<file path="config.mk">
export PLATFORM = sky130hd
export DESIGN_NAME = cmdq_spi_master
export DESIGN_NICKNAME = d
export VERILOG_FILES = /design/src/rtl/cmdq_pkg.sv /design/src/rtl/cmdq_len_dec.sv /design/src/rtl/cmdq_delay.sv /design/src/rtl/cmdq_shifter.sv /design/src/rtl/cmdq_spi_master.sv
export SDC_FILE = /design/constraint.sdc
export NUM_CORES = 1
export LEC_CHECK = 0
export ABC_AREA = 1
export BUFFER_PORTS_ARGS = -buffer_cell sky130_fd_sc_hd__buf_2
export CAP_MARGIN = 15
export CORE_ASPECT_RATIO = 1.4
export CORE_UTILIZATION = 60
export DETAILED_ROUTE_END_ITERATION = 12
export GPL_ROUTABILITY_DRIVEN = 0
export PLACE_DENSITY = 0.83
export SYNTH_ARGS = -nofsm -noshare
export SYNTH_HDL_FRONTEND = slang
export SYNTH_SLANG_ARGS = --single-unit
export TNS_END_PERCENT = 5
</file>
<file path="constraint.sdc">
create_clock -name clk -period 3.4 [get_ports clk]
set_input_delay 0.17 -clock clk [delete_from_list [all_inputs] [get_ports clk]]
set_output_delay 0.17 -clock clk [all_outputs]
set_load 0.005 [all_outputs]
</file>
<file path="src/rtl/cmdq_pkg.sv">
package cmdq_pkg;
   localparam int CS_W  = 4;
   localparam int CMD_W = 8;

   // Command byte: pcs in [3:0], long pause select [4], global length select [5]
   typedef struct packed {
      logic [1:0]      spare;
      logic            len_sel;
      logic            dly_sel;
      logic [CS_W-1:0] pcs;
   } cmd_t;

   typedef enum logic [1:0] {
      ST_IDLE = 2'd0,
      ST_LOAD = 2'd1,
      ST_XFER = 2'd2,
      ST_GAP  = 2'd3
   } seq_st_t;
endpackage

</file>
<file path="src/rtl/cmdq_len_dec.sv">
module cmdq_len_dec #(
   parameter int DATA_W  = 16,
   parameter int CODE_W  = 4,
   parameter int DEF_LEN = 8,
   localparam int LEN_W  = $clog2(DATA_W + 1)
) (
   input  logic              use_code,
   input  logic [CODE_W-1:0] code,
   output logic [LEN_W-1:0]  len
);
   logic [LEN_W-1:0] code_ext;

   if (DEF_LEN >= DATA_W || DEF_LEN < 1) begin : g_bad_def
      $error("cmdq_len_dec: DEF_LEN out of range");
   end

   assign code_ext = LEN_W'(code);

   always_comb begin
      if (!use_code)                     len = LEN_W'(DEF_LEN);
      else if (code == '0)               len = LEN_W'(DATA_W);
      else if (code_ext < LEN_W'(DEF_LEN)) len = LEN_W'(DEF_LEN);
      else                               len = code_ext;
   end
endmodule

</file>
<file path="src/rtl/cmdq_delay.sv">
module cmdq_delay #(
   parameter int DTL_W    = 8,
   parameter int STD_DLY  = 17,
   parameter int DLY_UNIT = 32,
   parameter int DLY_ZERO = 8192,
   localparam int LONG_MAX = DLY_UNIT * ((1 << DTL_W) - 1),
   localparam int MAX_D    = (DLY_ZERO > LONG_MAX) ? DLY_ZERO : LONG_MAX,
   localparam int CNT_W    = $clog2(MAX_D + 1)
) (
   input  logic             clk,
   input  logic             rst_n,
   input  logic             load,
   input  logic             abort,
   input  logic             long_sel,
   input  logic [DTL_W-1:0] dtl,
   output logic             fin
);
   logic [CNT_W-1:0] amt;
   logic [CNT_W-1:0] cnt;
   logic             run;

   if (CNT_W <= DTL_W || STD_DLY < 1) begin : g_bad_cfg
      $error("cmdq_delay: counter configuration invalid");
   end

   always_comb begin
      if (!long_sel)        amt = CNT_W'(STD_DLY);
      else if (dtl == '0)   amt = CNT_W'(DLY_ZERO);
      else                  amt = CNT_W'(DLY_UNIT) * CNT_W'(dtl);
   end

   assign fin = run && (cnt == '0);

   always_ff @(posedge clk or negedge rst_n) begin
      if (!rst_n) begin
         cnt <= '0;
         run <= 1'b0;
      end else if (abort) begin
         cnt <= '0;
         run <= 1'b0;
      end else if (load) begin
         cnt <= amt - CNT_W'(1);
         run <= 1'b1;
      end else if (run) begin
         if (cnt == '0) run <= 1'b0;
         else           cnt <= cnt - CNT_W'(1);
      end
   end
endmodule

</file>
<file path="src/rtl/cmdq_shifter.sv">
module cmdq_shifter #(
   parameter int DATA_W = 16,
   parameter int DIV_W  = 8,
   localparam int LEN_W = $clog2(DATA_W + 1)
) (
   input  logic              clk,
   input  logic              rst_n,
   input  logic              start,
   input  logic              abort,
   input  logic [LEN_W-1:0]  len,
   input  logic [DATA_W-1:0] tx,
   input  logic [DIV_W-1:0]  div,
   input  logic              miso,
   output logic              sck,
   output logic              mosi,
   output logic [DATA_W-1:0] rx,
   output logic              done
);
   logic [DATA_W-1:0] sr;
   logic [DIV_W-1:0]  dcnt;
   logic [DIV_W-1:0]  half;
   logic [LEN_W-1:0]  bcnt;
   logic [LEN_W-1:0]  len_q;
   logic [LEN_W-1:0]  shamt;
   logic              act;

   assign half  = (div == '0) ? DIV_W'(1) : div;
   assign shamt = LEN_W'(DATA_W) - len;
   assign mosi  = sr[DATA_W-1];

   always_ff @(posedge clk or negedge rst_n) begin
      if (!rst_n) begin
         sr    <= '0;
         rx    <= '0;
         dcnt  <= '0;
         bcnt  <= '0;
         len_q <= '0;
         sck   <= 1'b0;
         act   <= 1'b0;
         done  <= 1'b0;
      end else begin
         done <= 1'b0;
         if (abort) begin
            act <= 1'b0;
            sck <= 1'b0;
         end else if (start) begin
            sr    <= tx << shamt;
            rx    <= '0;
            dcnt  <= '0;
            bcnt  <= '0;
            len_q <= len;
            sck   <= 1'b0;
            act   <= 1'b1;
         end else if (act) begin
            if (dcnt == half - DIV_W'(1)) begin
               dcnt <= '0;
               if (!sck) begin
                  sck <= 1'b1;
                  rx  <= {rx[DATA_W-2:0], miso};
               end else begin
                  sck <= 1'b0;
                  sr  <= sr << 1;
                  if (bcnt == len_q - LEN_W'(1)) begin
                     act  <= 1'b0;
                     done <= 1'b1;
                  end else begin
                     bcnt <= bcnt + LEN_W'(1);
                  end
               end
            end else begin
               dcnt <= dcnt + DIV_W'(1);
            end
         end
      end
   end
endmodule

</file>
<file path="src/rtl/cmdq_spi_master.sv">
module cmdq_spi_master
   import cmdq_pkg::*;
#(
   parameter int DEPTH      = 16,
   parameter int DATA_W     = 16,
   parameter int LEN_CODE_W = 4,
   parameter int DTL_W      = 8,
   parameter int DIV_W      = 8,
   parameter int STD_DLY    = 17,
   parameter int DLY_UNIT   = 32,
   parameter int DLY_ZERO   = 8192,
   parameter int SS_SYNC    = 1,
   localparam int PTR_W     = $clog2(DEPTH),
   localparam int LEN_W     = $clog2(DATA_W + 1)
) (
   input  logic                  clk,
   input  logic                  rst_n,
   input  logic                  ld_we,
   input  logic                  ld_tgt,
   input  logic [PTR_W-1:0]      ld_addr,
   input  logic [DATA_W-1:0]     ld_data,
   input  logic [PTR_W-1:0]      rx_addr,
   output logic [DATA_W-1:0]     rx_data,
   input  logic [LEN_CODE_W-1:0] cfg_len,
   input  logic [DTL_W-1:0]      cfg_dtl,
   input  logic [DIV_W-1:0]      cfg_div,
   input  logic [PTR_W-1:0]      q_first,
   input  logic [PTR_W-1:0]      q_last,
   input  logic                  go,
   input  logic                  en_set,
   input  logic                  fault_clr,
   input  logic                  ss_n,
   input  logic                  miso,
   output logic                  sck,
   output logic                  mosi,
   output logic [CS_W-1:0]       cs,
   output logic                  mst_en,
   output logic                  busy,
   output logic                  done,
   output logic                  mode_fault
);
   if (DEPTH < 2 || (1 << PTR_W) != DEPTH) begin : g_bad_depth
      $error("cmdq_spi_master: DEPTH must be a power of two of at least 2");
   end
   if (DATA_W < 8 || DATA_W < CMD_W) begin : g_bad_width
      $error("cmdq_spi_master: DATA_W too small");
   end

   cmd_t              cmd_mem [DEPTH];
   logic [DATA_W-1:0] tx_mem  [DEPTH];
   logic [DATA_W-1:0] rx_mem  [DEPTH];

   seq_st_t           st;
   logic [PTR_W-1:0]  ptr;
   logic [PTR_W-1:0]  last_q;
   cmd_t              cur_cmd;
   cmd_t              ld_cmd;
   logic              ss_low;
   logic              fault_now;
   logic              sh_start;
   logic              sh_done;
   logic [DATA_W-1:0] sh_rx;
   logic [LEN_W-1:0]  sh_len;
   logic              dly_load;
   logic              dly_fin;

   // slave-select conditioning: synchronised or direct
   if (SS_SYNC != 0) begin : g_ss_sync
      logic [1:0] ss_ff;
      always_ff @(posedge clk or negedge rst_n) begin
         if (!rst_n) ss_ff <= 2'b11;
         else        ss_ff <= {ss_ff[0], ss_n};
      end
      assign ss_low = !ss_ff[1];
   end else begin : g_ss_direct
      assign ss_low = !ss_n;
   end

   assign fault_now = mst_en && ss_low;
   assign ld_cmd    = cmd_mem[ptr];
   assign sh_start  = (st == ST_LOAD) && !fault_now;
   assign dly_load  = (st == ST_XFER) && sh_done && !fault_now;
   assign busy      = (st != ST_IDLE);
   assign rx_data   = rx_mem[rx_addr];

   always_ff @(posedge clk) begin
      if (ld_we && !ld_tgt) cmd_mem[ld_addr] <= cmd_t'(ld_data[CMD_W-1:0]);
      if (ld_we &&  ld_tgt) tx_mem[ld_addr]  <= ld_data;
      if ((st == ST_XFER) && sh_done) rx_mem[ptr] <= sh_rx;
   end

   always_ff @(posedge clk or negedge rst_n) begin
      if (!rst_n) begin
         st         <= ST_IDLE;
         ptr        <= '0;
         last_q     <= '0;
         cur_cmd    <= '0;
         cs         <= '0;
         mst_en     <= 1'b0;
         mode_fault <= 1'b0;
         done       <= 1'b0;
      end else begin
         if (fault_clr) mode_fault <= 1'b0;
         if (en_set)    mst_en     <= 1'b1;
         if (fault_now) begin
            st         <= ST_IDLE;
            cs         <= '0;
            mst_en     <= 1'b0;
            mode_fault <= 1'b1;
         end else begin
            unique case (st)
               ST_IDLE: if (go && mst_en) begin
                  ptr    <= q_first;
                  last_q <= q_last;
                  done   <= 1'b0;
                  st     <= ST_LOAD;
               end
               ST_LOAD: begin
                  cur_cmd <= ld_cmd;
                  cs      <= ld_cmd.pcs;
                  st      <= ST_XFER;
               end
               ST_XFER: if (sh_done) begin
                  cs <= '0;
                  st <= ST_GAP;
               end
               ST_GAP: if (dly_fin) begin
                  if (ptr == last_q) begin
                     st   <= ST_IDLE;
                     done <= 1'b1;
                  end else begin
                     ptr <= ptr + PTR_W'(1);
                     st  <= ST_LOAD;
                  end
               end
               default: st <= ST_IDLE;
            endcase
         end
      end
   end

   cmdq_len_dec #(
      .DATA_W (DATA_W),
      .CODE_W (LEN_CODE_W),
      .DEF_LEN(8)
   ) u_len (
      .use_code(ld_cmd.len_sel),
      .code    (cfg_len),
      .len     (sh_len)
   );

   cmdq_shifter #(
      .DATA_W(DATA_W),
      .DIV_W (DIV_W)
   ) u_shift (
      .clk  (clk),
      .rst_n(rst_n),
      .start(sh_start),
      .abort(fault_now),
      .len  (sh_len),
      .tx   (tx_mem[ptr]),
      .div  (cfg_div),
      .miso (miso),
      .sck  (sck),
      .mosi (mosi),
      .rx   (sh_rx),
      .done (sh_done)
   );

   cmdq_delay #(
      .DTL_W   (DTL_W),
      .STD_DLY (STD_DLY),
      .DLY_UNIT(DLY_UNIT),
      .DLY_ZERO(DLY_ZERO)
   ) u_dly (
      .clk     (clk),
      .rst_n   (rst_n),
      .load    (dly_load),
      .abort   (fault_now),
      .long_sel(cur_cmd.dly_sel),
      .dtl     (cfg_dtl),
      .fin     (dly_fin)
   );
endmodule

</file>
==> reports/summary.md <==
After synthesis, the most frequently instantiated cells are 608 x edfxtp_1, 430 x nand2_1, 345 x nor2_1, 267 x o21ai_0, 185 x inv_1. In this run, synthesis produced a sequential element count of 696. The worst hold path terminates at u_shift.len_q[1]. For the initial cell density of the core, the log shows 0.612. By area the synthesized netlist is led by edfxtp_1 61%, dfrtp_1 7.1%, nand2_1 5.4%. Counting cells, the worst reg-to-reg path comes to 17. For this design the static power due to leakage is 12.7 nW.

The count of pins over their slew limit is 0, and the number of global-route vias before repair is 20500. The tools report the part of the Yosys area used for sequential elements as 0.679. The worst register-to-register path begins at ptr[0]. The die is 191 um wide. Buffers added to address setup during post-CTS repair amount to 0.

After technology mapping, the gate count stands at 2649. Most common cell in the netlist: edfxtp_1. The number of nets at the end of the flow is 2818, and the routed via count is 20800.

Setup slack on the worst flop-to-flop path: 0.23 ns. Setup repair after global routing left no endpoint under its margin. The first global-routing pass estimated 112 mm of wire.

The fraction of layout cells with a size suffix above 1 came out at 0.106. The run gives 0.279 as the relative contribution of combinational cells to total power. The area growth from synthesis to layout is 10.9%. The area share of the leading cell type in the synthesized netlist was 0.606; the fraction of synthesis flops using an asynchronous set or reset pin was 0.126.

The number of standard-cell rows in the floorplan is 96. The worst setup path is captured at a register. For the source-to-sink clock delay at the later pin of the worst-skew pair, the log shows 0.65 ns. Among all flip-flop cells after synthesis, the most frequent one is edfxtp_1. Of all nets on the critical path, the largest fanout is 68. When the netlist entered floorplanning its net count stood at 2725.

After synthesis the cells add up to 30100 sq um. The first detailed-routing pass ran for 6 iterations. The run finished with clean final reports. The power density relative to cell area came out at 706 nW/um^2. Wires add up to 73.0 mm. Using the TritonRoute via totals, the vias-per-cell ratio works out to 6.06. For the final database, setup skew stands at 0.0280 ns.

The logs give 115 for the largest net degree at the start of global routing and 0.227 ns for the smallest setup slack after layout. The first routing iteration left 2463 violations. The signal on the critical path passes through buf_12, nand2_1, nand3_1, nand2_1, nand2_1, nand2_1, inv_2, nand2_4, nand2_4, ha_1, inv_1, nand3_1, nand2_2, inv_2, o21ai_0, nand3_1, a21oi_1. The switching share of power was 0.340. 0 antenna diodes ended up in the layout. STA puts the critical path data required time at 3.96 ns.

Clock-pin slew was measured on the worst setup and hold paths at 0.06 ns. The worst hold path depth came out at 5. In this run the critical register-to-register path is captured at u_shift.sr[4].

For this run, the top clock speed supported by timing is 315 MHz. 87 I/O pins were placed. Number of buffers inserted during clock tree synthesis: 60.

TritonCTS built the clock tree. On the worst path, the slowest cell contributes a delay of 0.52 ns. The nature of the critical path startpoint was a register. For the clock share of power, the log shows 0.294.

In this run the mean area of a mapped cell was 11.4 sq um. The worst hold path belongs to the class in2reg. The vertical die dimension is 267 um.

Counting both buffers and inverters, the worst setup path holds a total of 4. The ratio of final minimum period to clock period works out to 0.933. The tools report the number of failing hold endpoints at the final stage as 0. The tools report the relative contribution of sequential cells to total power as 0.427.

The tree built by TritonCTS fans out to 696 sinks. The critical path in this run is classified as reg2reg. The remaining routing DRC violations came out at 0.

At the placement stage, the worst setup path has a slack of 0.344 ns. The root cell of the clock tree was clkbuf_16. The number of different library cells used by synthesis comes to 55. The die covers 51100 sq um. The maximum vdd drop was 0.487 mV.

The Yosys step of the flow raised 0 warnings. The standard cell with the maximum stage delay on the critical path is dfrtp_4. Yosys mapped a number of flops with a built-in enable equal to 608.

Remaining max-slew budget at the tightest pin: 0.312. Cell internal power was estimated by the tool at 0.0156 W. No sink is reached through more buffers than the 3 on the longest clock path. Global routing usage summed across all routing layers: 0.290. Setup violations remaining at the end of the flow were counted as 0. The run gives 1 as the number of antenna violations at the first check in global routing. For the number of levels in the clock H-tree, the log shows 2. For the area of the core region, the log shows 49200 sq um. The total congestion overflow after global routing was 0; the data arrival time of the critical path was 3.73 ns.

Startpoint of the worst setup timing path: ptr[0]. The top cell type by total area after synthesis was edfxtp_1. The HPWL after detailed placement is 43.8 mm. The count of input and output buffers was 86.

Worst hold path startpoint: cfg_len[1]. Across the run, the number of max-cap violations was 0. For this design the total switching power over the nets is 0.00802 W.

Grouping stages by cell kind, the critical path spends the most delay in simple AND/OR/NAND/NOR gates. The run gives 0 as the antenna violation net count after detailed routing. The minimum clock period was 3.17 ns; the aggregate negative setup slack was 0 ns. The actual slew at the worst max-slew pin is 1.03 ns. The final routed wire length divided by cell count came out at 21.3 um.

The cell type with the highest occurrence count on the critical path was nand2_1.
## power groups by stage
stage	Clock, W	Sequential (W)	Combinational, W
detailed placement	0	0.0102	0.00640
floorplan	0	0.0101	0.00487
CTS	0.00699	0.0101	0.00647
finish	0.00693	0.0101	0.00658
global placement	0	0.0102	0.00612
global route	0.00728	0.0101	0.00729
## state kept, by name, summed over array words and instances, names as in the netlist, 2 cells and up
signal,count
cmd_mem,96
g_ss_sync.ss_ff,2
cs,4
ptr,4
u_shift.dcnt,8
last_q,4
rx_mem,256
u_shift.len_q,5
u_shift.rx,16
u_shift.bcnt,5
u_shift.sr,16
st,2
u_dly.cnt,14
tx_mem,256
## cells in the final DEF, fill, tap and decap left out, types with 4 or more instances in the layout
cell type	Yosys	routed
bufinv_16	0	4
buf_12	0	6
o211ai_1	65	65
xor2_1	20	20
nor2_2	6	9
nand2_2	5	5
ha_1	15	15
nand3_1	163	163
nand4_1	6	6
buf_2	45	84
nor2_1	345	342
a21oi_1	103	103
clkbuf_1	53	12
edfxtp_1	608	608
nand2_1	430	430
dlygate4sd3_1	0	23
clkinv_2	0	13
nand3_2	4	4
clkinv_1	3	11
o21ai_0	267	267
o22ai_1	33	33
o21ai_1	19	19
mux2_2	4	4
inv_2	10	10
nor4_1	5	5
nand2_4	5	5
dfrtp_1	86	84
xnor2_1	9	9
inv_1	185	185
a22o_1	4	4
nor3_1	8	8
clkbuf_16	0	65
buf_4	9	53
mux2i_1	64	64
a221oi_1	4	4
## worst max path at each step
stage / end / slack, ns / cells after the start
after floorplan: u_shift.sr[10] / 0.63 / 23
after global placement: u_shift.sr[12] / 0.51 / 19
after detailed placement: u_shift.sr[10] / 0.34 / 14
after CTS: u_shift.sr[10] / 0.32 / 14
after global routing: u_shift.sr[12] / 0.01 / 19
final: u_shift.sr[4] / 0.23 / 17
## layout make-up
class,instances,area [sq um]
Tap cell,637,797
Clock buffer,80,1710
Clock inverter,32,293
Sequential cell,696,20500
Timing Repair Buffer,167,1180
Multi-Input combinational cell,1616,8200
Fill cell,3355,15800
Inverter,201,767
## layer usage
metal,GRT usage,wire [um]
met1,0.344,25500
met2,0.505,37700
met4,0.152,3570
met5,0,0
met3,0.0459,6220
## metrics by stage
stage                     total power (W)  hold WS, ns  utilization  cell area [sq um]  instances
after floorplan                    0.0150       -0.126            -              30100       2649
after detailed placement           0.0166        0.294        0.633              31200       3294
final                              0.0236       0.0338        0.679              33400       3429
after global routing               0.0247       0.0530        0.679              33400       3429
after global placement             0.0163        0.287        0.633              31200       3294
after CTS                          0.0235       0.0228        0.679              33400       3429
## cell families (layout without fill, tap and decap cells)
logic type                 after synthesis  in the layout  share of synthesized area
buffers and inverters                  337            480                     0.0491
DFF                                    696            696                      0.679
adders and majority gates               15             15                    0.00623
and+or+nand+nor                        993            993                      0.138
muxes                                   68             68                     0.0228
xor gates and xnor gates                32             32                     0.0103
AOI/OAI and AO/OA                      508            508                     0.0946
## worst reg2reg max path: stages, from the launching register on
cell	delay (ns)
dfrtp_4	0.52
buf_12	0.23
nand2_1	0.13
nand3_1	0.09
nand2_1	0.08
nand2_1	0.04
nand2_1	0.07
inv_2	0.04
nand2_4	0.22
nand2_4	0.20
ha_1	0.27
inv_1	0.10
nand3_1	0.21
nand2_2	0.30
inv_2	0.17
o21ai_0	0.15
nand3_1	0.12
a21oi_1	0.15
## timing repair
action | CTS | global route
setup endpoints to repair | 0 | 1
resized for setup | 0 | 1
endpoints found under the hold margin | 228 | 0
hold buffers | 23 | 0
Power figures use the tool's default switching activity.
